## src/rtl/uft_pkg.sv

```systemverilog
// Package: register addresses and bit positions of the FIFO trigger controller.
// Assumes an 8-bit register interface with a 2-bit address.
package uft_pkg;
    localparam logic [1:0] ADDR_FCTL = 2'd0;  // FIFO control
    localparam logic [1:0] ADDR_TLVL = 2'd1;  // trigger level nibbles
    localparam logic [1:0] ADDR_SCTL = 2'd2;  // supplementary control

    localparam int FCTL_CLR_RX  = 1;
    localparam int FCTL_CLR_TX  = 2;
    localparam int FCTL_DMA_SEL = 3;
    localparam int FCTL_TX_LO   = 4;
    localparam int FCTL_RX_LO   = 6;

    localparam int SCTL_MODE_CTL = 0;
    localparam int SCTL_MODE_LSB = 1;
    localparam int SCTL_TX_EMPTY = 3;
    localparam int SCTL_TX_FINE  = 6;
    localparam int SCTL_RX_FINE  = 7;

    localparam logic [1:0] DMA_MODE_ONE = 2'd1;
endpackage

```

## src/rtl/uft_occ.sv

```systemverilog
// Occupancy counter standing in for one FIFO.
// Clear wins over push/pop; a push into a full FIFO without a pop is dropped
// and sets a sticky overrun flag; a pop on empty is ignored.
module uft_occ #(
    parameter int DEPTH = 64,
    parameter int CW    = $clog2(DEPTH + 1)
) (
    input  logic          clk,
    input  logic          rst_n,
    input  logic          clr,
    input  logic          push,
    input  logic          pop,
    output logic [CW-1:0] count,
    output logic          overrun
);
    localparam logic [CW-1:0] FULL = CW'(DEPTH);

    logic do_pop, do_push;

    // Qualify strobes against the current fill state.
    always_comb begin
        do_pop  = pop && (count != '0);
        do_push = push && ((count != FULL) || do_pop);
    end

    // Count and overrun state.
    always_ff @(posedge clk) begin
        if (!rst_n || clr) begin
            count   <= '0;
            overrun <= 1'b0;
        end else begin
            count <= count + CW'(do_push) - CW'(do_pop);
            if (push && !do_push) overrun <= 1'b1;
        end
    end
endmodule

```

## src/rtl/uft_trig.sv

```systemverilog
// Trigger level for one direction, from a fine/coarse select, a nibble and a
// two-bit low field. IS_TX picks the coarse table. Result is never zero.
module uft_trig #(
    parameter int CW    = 7,
    parameter bit IS_TX = 1'b0
) (
    input  logic          fine,
    input  logic [3:0]    nib,
    input  logic [1:0]    lo,
    output logic [CW-1:0] trig
);
    logic [5:0] coarse;

    // Coarse table, chosen per direction.
    generate
        if (IS_TX) begin : g_tx_tab
            always_comb begin
                case (lo)
                    2'd0:    coarse = 6'd8;
                    2'd1:    coarse = 6'd16;
                    2'd2:    coarse = 6'd32;
                    default: coarse = 6'd56;
                endcase
            end
        end else begin : g_rx_tab
            always_comb begin
                case (lo)
                    2'd0:    coarse = 6'd8;
                    2'd1:    coarse = 6'd16;
                    2'd2:    coarse = 6'd56;
                    default: coarse = 6'd60;
                endcase
            end
        end
    endgenerate

    // Combine nibble, low field and granularity.
    always_comb begin
        if (fine)
            trig = ({nib, lo} == 6'd0) ? CW'(1) : CW'({nib, lo});
        else if (nib != 4'd0)
            trig = CW'({nib, 2'b00});
        else
            trig = CW'(coarse);
    end
endmodule

```

## src/rtl/uft_timeout.sv

```systemverilog
// Receive idle timeout: counts line bit ticks while the receive FIFO holds
// data below its trigger. Any push or pop restarts the count; a pop or
// clear drops the flag.
module uft_timeout #(
    parameter int CW        = 7,
    parameter int CHAR_BITS = 10,
    parameter int CHARS     = 4
) (
    input  logic          clk,
    input  logic          rst_n,
    input  logic          clr,
    input  logic          push,
    input  logic          pop,
    input  logic          tick,
    input  logic [CW-1:0] count,
    input  logic [CW-1:0] trig,
    output logic          flag
);
    localparam int LIMIT = CHAR_BITS * CHARS;
    localparam int TW    = $clog2(LIMIT + 1);
    localparam logic [TW-1:0] LIM = TW'(LIMIT);

    logic [TW-1:0] ticks;
    logic          active;

    // Counting window: data present but below trigger.
    always_comb active = (count != '0) && (count < trig);

    // Tick counter.
    always_ff @(posedge clk) begin
        if (!rst_n || clr || push || pop)
            ticks <= '0;
        else if (tick && active && ticks != LIM)
            ticks <= ticks + TW'(1);
    end

    // Sticky timeout flag.
    always_ff @(posedge clk) begin
        if (!rst_n || clr || pop)
            flag <= 1'b0;
        else if (!push && tick && active && ticks == LIM - TW'(1))
            flag <= 1'b1;
    end
endmodule

```

## src/rtl/uart_fifo_trig.sv

```systemverilog
// Top: register file, two occupancy counters, trigger builders, receive
// timeout and the interrupt / DMA request decode.
// Assumes single-cycle write strobes and trigger fields not above DEPTH.
module uart_fifo_trig #(
    parameter int DEPTH         = 64,
    parameter int CHAR_BITS     = 10,
    parameter int TIMEOUT_CHARS = 4,
    localparam int CW           = $clog2(DEPTH + 1)
) (
    input  logic          clk,
    input  logic          rst_n,
    input  logic          cfg_we,
    input  logic [1:0]    cfg_addr,
    input  logic [7:0]    cfg_wdata,
    input  logic          rx_push,
    input  logic          rx_pop,
    input  logic          tx_push,
    input  logic          tx_pop,
    input  logic          bit_tick,
    input  logic          rx_int_en,
    input  logic          tx_int_en,
    output logic [CW-1:0] rx_count,
    output logic [CW-1:0] tx_level,
    output logic          rx_overrun,
    output logic          tx_overrun,
    output logic          rx_irq,
    output logic          rx_timeout_irq,
    output logic          tx_irq,
    output logic          rx_dma_req,
    output logic          tx_dma_req
);
    import uft_pkg::*;

    // Stored register fields.
    logic       fc_dma_sel;
    logic [1:0] fc_tx_lo, fc_rx_lo;
    logic [3:0] tl_tx, tl_rx;
    logic       sc_rx_fine, sc_tx_fine, sc_tx_empty, sc_ctl;
    logic [1:0] sc_mode;

    logic          wr_fctl, wr_tlvl, wr_sctl;
    logic          rx_clr, tx_clr;
    logic [CW-1:0] rx_trig, tx_trig, tx_room;
    logic [1:0]    dma_mode;
    logic          dma_on, to_flag, refuse_mode;

    // Write decode and clear strobes.
    always_comb begin
        wr_fctl     = cfg_we && cfg_addr == ADDR_FCTL;
        wr_tlvl     = cfg_we && cfg_addr == ADDR_TLVL;
        wr_sctl     = cfg_we && cfg_addr == ADDR_SCTL;
        rx_clr      = wr_fctl && cfg_wdata[FCTL_CLR_RX];
        tx_clr      = wr_fctl && cfg_wdata[FCTL_CLR_TX];
        refuse_mode = cfg_wdata[SCTL_MODE_CTL] && !sc_ctl
                      && (cfg_wdata[SCTL_MODE_LSB +: 2] != 2'd0);
    end

    // Register storage.
    always_ff @(posedge clk) begin
        if (!rst_n) begin
            fc_dma_sel <= 1'b0; fc_tx_lo <= '0; fc_rx_lo <= '0;
            tl_tx <= '0; tl_rx <= '0;
            sc_rx_fine <= 1'b0; sc_tx_fine <= 1'b0; sc_tx_empty <= 1'b0;
            sc_ctl <= 1'b0; sc_mode <= '0;
        end else begin
            if (wr_fctl) begin
                fc_dma_sel <= cfg_wdata[FCTL_DMA_SEL];
                fc_tx_lo   <= cfg_wdata[FCTL_TX_LO +: 2];
                fc_rx_lo   <= cfg_wdata[FCTL_RX_LO +: 2];
            end
            if (wr_tlvl) begin
                tl_tx <= cfg_wdata[3:0];
                tl_rx <= cfg_wdata[7:4];
            end
            if (wr_sctl) begin
                sc_rx_fine  <= cfg_wdata[SCTL_RX_FINE];
                sc_tx_fine  <= cfg_wdata[SCTL_TX_FINE];
                sc_tx_empty <= cfg_wdata[SCTL_TX_EMPTY];
                sc_ctl      <= cfg_wdata[SCTL_MODE_CTL];
                sc_mode     <= refuse_mode ? 2'd0 : cfg_wdata[SCTL_MODE_LSB +: 2];
            end
        end
    end

    uft_occ #(.DEPTH(DEPTH), .CW(CW)) u_rx_occ (
        .clk(clk), .rst_n(rst_n), .clr(rx_clr), .push(rx_push), .pop(rx_pop),
        .count(rx_count), .overrun(rx_overrun));

    uft_occ #(.DEPTH(DEPTH), .CW(CW)) u_tx_occ (
        .clk(clk), .rst_n(rst_n), .clr(tx_clr), .push(tx_push), .pop(tx_pop),
        .count(tx_level), .overrun(tx_overrun));

    uft_trig #(.CW(CW), .IS_TX(1'b0)) u_rx_trig (
        .fine(sc_rx_fine), .nib(tl_rx), .lo(fc_rx_lo), .trig(rx_trig));

    uft_trig #(.CW(CW), .IS_TX(1'b1)) u_tx_trig (
        .fine(sc_tx_fine), .nib(tl_tx), .lo(fc_tx_lo), .trig(tx_trig));

    uft_timeout #(.CW(CW), .CHAR_BITS(CHAR_BITS), .CHARS(TIMEOUT_CHARS)) u_rx_to (
        .clk(clk), .rst_n(rst_n), .clr(rx_clr), .push(rx_push), .pop(rx_pop),
        .tick(bit_tick), .count(rx_count), .trig(rx_trig), .flag(to_flag));

    // Interrupt and DMA request decode.
    always_comb begin
        tx_room        = CW'(DEPTH) - tx_level;
        dma_mode       = sc_ctl ? sc_mode : {1'b0, fc_dma_sel};
        dma_on         = dma_mode == DMA_MODE_ONE;
        rx_irq         = rx_int_en && (rx_count >= rx_trig);
        rx_timeout_irq = rx_int_en && to_flag;
        tx_irq         = tx_int_en && (sc_tx_empty ? (tx_level == '0)
                                                   : (tx_room >= tx_trig));
        rx_dma_req     = dma_on && (rx_count >= rx_trig);
        tx_dma_req     = dma_on && (tx_room >= tx_trig);
    end
endmodule

```

## config.mk

```make
export PLATFORM = sky130hd
export DESIGN_NAME = uart_fifo_trig
export DESIGN_NICKNAME = d
export VERILOG_FILES = /design/src/rtl/uft_pkg.sv /design/src/rtl/uft_occ.sv /design/src/rtl/uft_trig.sv /design/src/rtl/uft_timeout.sv /design/src/rtl/uart_fifo_trig.sv
export SDC_FILE = /design/constraint.sdc
export NUM_CORES = 1
export LEC_CHECK = 0
export ABC_CLOCK_PERIOD_IN_PS = 3940
export BUFFER_PORTS_ARGS = -buffer_cell sky130_fd_sc_hd__buf_2
export CELL_PAD_IN_SITES_DETAIL_PLACEMENT = 1
export CELL_PAD_IN_SITES_GLOBAL_PLACEMENT = 1
export CORE_ASPECT_RATIO = 0.9
export CORE_MARGIN = 10
export CORE_UTILIZATION = 43
export CTS_CLUSTER_DIAMETER = 60
export DETAILED_ROUTE_END_ITERATION = 10
export PLACE_DENSITY_LB_ADDON = 0.05
export SYNTH_ARGS = -nofsm -noshare
export SYNTH_HDL_FRONTEND = slang
export SYNTH_SLANG_ARGS = --single-unit
```

## constraint.sdc

```tcl
create_clock -name clk -period 3.94 [get_ports clk]
set_input_delay 0.394 -clock clk [delete_from_list [all_inputs] [get_ports clk]]
set_output_delay 0.394 -clock clk [all_outputs]
set_load 0.03 [all_outputs]
```

==> impl_results.md <==
- Antenna Nets Post-Route: 0
- CTS Sinks: 42
- Via count: 2,248
- Clk_skew: 4.24 ps
- Critical Setup Path Class: register to output port
- # hold bufs at CTS: 0
- WL final: 7110 µm
- Number of hold violations in the final report: 0
- Die width: 104 µm
- Fin nets: 420
- CP max FO: 6
- Post-Syn Nets: 378
- CTS max path bufs: 2
- DRC Markers: 0
- Inserted Clock Buffers: 5
- Antenna violations before repair: 0
- Share of cells above drive strength 1: 15.0%
- Vias per cell: 5.03
- Maximum clock rate: 0.319 GHz
- Final core occ: 51.0%
- Die Span Y: 96.0 µm
- Fillcell total: 773
- Row count: 27
- Syn Std Cell Area: 2760 µm²
- Slew HR: 61.8%
- Critical Path RT: 3550 ps
- CP endpoint kind: output port
- Max_cap viols: 0
- Critical Path AT: 2750 ps
- Number of synthesized flops with an enable pin: 0
- Layer with the highest usage: met2
- Worst-margin pin slew: 571 ps
- Outcome: completed
- Startpoint types: register
- Leak Pwr: 1.45 nW
- Vias in the first global route: 2,373
- Area Overhead vs Synth: 14.2%
- Post-synthesis sequential area ratio: 30.4%
- 1st-iter DRT viols: 83
- Total Routing Usage GR: 14.5%
- Drt wl/cell: 15.9 µm
- Met2 global-route usage: 22.8%
- Worst R2R Path Depth: 13
- Placement Cell Area: 3040 µm²
- Drt first pass iters: 4
- Maximum vdd drop: 0.376 mV
- Post-cts repair resize count: 0
- Core ar.: 6180 µm²
- Pwr Density: 701 nW/µm²
- H-tree depth: 2
- RSZ-0062 raised after global routing: no
- Yosys warning total: 0
- Grt met3 use: 3.14%
- Fin area: 3150 µm²
- Layout Cells excl Fill: 447
- FF-to-FF Start: u_rx_occ.count[5]
- Clock Latency Late Sink: 300 ps
- Worst-path clk slew: 80 ps
- Initial Utilization: 44.7%
- Synth cell types: 41
- Crit share post-route: 79.7%
- CP Launch Point: tl_rx[0]
- HP Start: tx_push
- Setup repair bufs after CTS: 0
- Largest net degree at the start of global routing: 22
- Setup tns final: 0 ps
- CTS tree: built
- Min cycle time layout: 3140 ps
- First-pass GRT wire length: 11,900 µm
- Post-Syn Instances: 317
- CTS root buf: clkbuf_8
- Dominant synthesized flop cell: dfxtp_1
- Max Slew Vio Count: 0
- Flop2flop setup slack: 940 ps
- Syn_area_per_cell: 8.71 µm²
- Hold depth: 3
- Post-Place Cells: 439
- Die area: 10,000 µm²
- #FFs+latches synth: 42
- Hold/Removal Path Class: primary input to register
- IO Pins: 41
- Port Buf Inserts: 40
- Dpl hpwl: 5550 µm
- Antenna Cells: 0
- Overflow after GRT: 0
- Routability cong.: 0.812
- Met1 Usage GRT: 19.8%
- Final setup viols: 0
- Design Power: 2.21 mW
- Asr flop ratio synth: 0%
-- metrics by stage --
stage | hold WS (ps) | setup slack (ps)
after detailed placement | 462 | 925
after CTS | 326 | 800
final | 333 | 801
after global routing | 351 | 530
after global placement | 453 | 1010
after floorplan | 454 | 1050
-- per-layer routing --
| metal | part of all wire (%) | wire, µm |
|---|---|---|
| met5 | 0 | 0 |
| met4 | 0.97 | 69 |
| met3 | 3.0 | 214 |
| met2 | 44 | 3100 |
| met1 | 52 | 3720 |
-- worst max-delay path, stage by stage, from the launching register on --
cell	delay, ps
dfxtp_1	340
or4_1	540
nor2_1	220
a21oi_1	120
ha_1	320
a211oi_1	250
nand2_1	210
nor2_1	190
nor2_1	60
buf_2	180
-- layout by cell type (no fill, tap or decap), drive strengths merged, types with 2 or more instances in the layout --
cell type | netlist | routed
nand2 | 20 | 20
xnor2 | 12 | 12
xor2 | 5 | 5
or2 | 4 | 4
mux2i | 18 | 18
nor3 | 2 | 2
o21ai | 7 | 7
a31oi | 3 | 3
nand3b | 3 | 3
o21a | 3 | 3
inv | 30 | 30
nor2 | 32 | 32
dfxtp | 42 | 42
nand3 | 7 | 7
nor2b | 23 | 23
fa | 2 | 2
ha | 39 | 39
nand4b | 2 | 2
clkbuf | 3 | 6
buf | 2 | 40
and2 | 3 | 3
a21oi | 25 | 25
nor4 | 4 | 4
nand2b | 6 | 6
or3 | 3 | 3
nor3b | 5 | 5
-- where the power goes --
part	leakage [nW]	switching (mW)	internal, mW
logic	1.06	0.773	0.516
clock network	0.0514	0.164	0.189
registers	0.343	0.0735	0.494
-- sequential cells by signal, indices dropped and copies added (netlist names) --
| register | cells |
|---|---|
| u_tx_occ.count | 7 |
| u_tx_occ.overrun | 1 |
| u_rx_occ.overrun | 1 |
| fc_tx_lo | 2 |
| u_rx_occ.count | 7 |
| tl_tx | 4 |
| u_rx_to.ticks | 6 |
| sc_rx_fine | 1 |
| sc_tx_fine | 1 |
| tl_rx | 4 |
| fc_dma_sel | 1 |
| sc_mode | 2 |
| u_rx_to.flag | 1 |
| sc_tx_empty | 1 |
| sc_ctl | 1 |
| fc_rx_lo | 2 |
-- final timing paths --
kind	endpoint
setup / recovery	rx_dma_req
hold / removal	u_tx_occ.overrun
setup reg to reg	u_rx_occ.count[6]
hold reg to reg	u_rx_occ.overrun
-- area by class of cell --
class | instances | area [µm²] | area share, %
clock buffers | 6 | 72.6 | 2.30
repair buffers | 40 | 200 | 6.35
inverters | 30 | 113 | 3.57
flip-flops and latches | 42 | 841 | 26.7
well taps | 87 | 109 | 3.45
clock inverters | 2 | 37.5 | 1.19
multi-input cells | 240 | 1780 | 56.5
-- cell families after synthesis --
kind of cell / after synthesis / share of synthesized area (%)
adder cells (fa/ha/maj): 41 / 19.1
XOR/XNOR: 17 / 5.39
flip-flops: 42 / 30.4
multiplexers: 18 / 6.52
buffers and inverters: 35 / 5.07
AO/OA/AOI/OAI: 46 / 10.2
AND/OR/NAND/NOR: 118 / 23.3
-- Yosys cell counts (2+ instances only) --
master,count,area (µm²)
xor2_1,5,43.8
or2_2,4,25.0
nand2b_1,6,37.5
nand3b_1,3,22.5
dfxtp_1,42,841
a31oi_1,3,18.8
clkbuf_1,3,11.3
mux2i_1,18,180
or3_1,3,18.8
a21oi_1,25,125
nor3b_1,4,30.0
inv_1,30,113
nand2_1,20,75.1
nor2_1,32,120
nor2b_1,23,144
ha_1,39,488
nand4b_1,2,17.5
fa_1,2,40.0
nand3_1,7,35.0
o21a_1,3,22.5
nor3_1,2,10.0
xnor2_1,12,105
and2_1,3,18.8
o21ai_0,7,35.0
nor4_1,3,18.8
(Power assumes the default switching activity.)
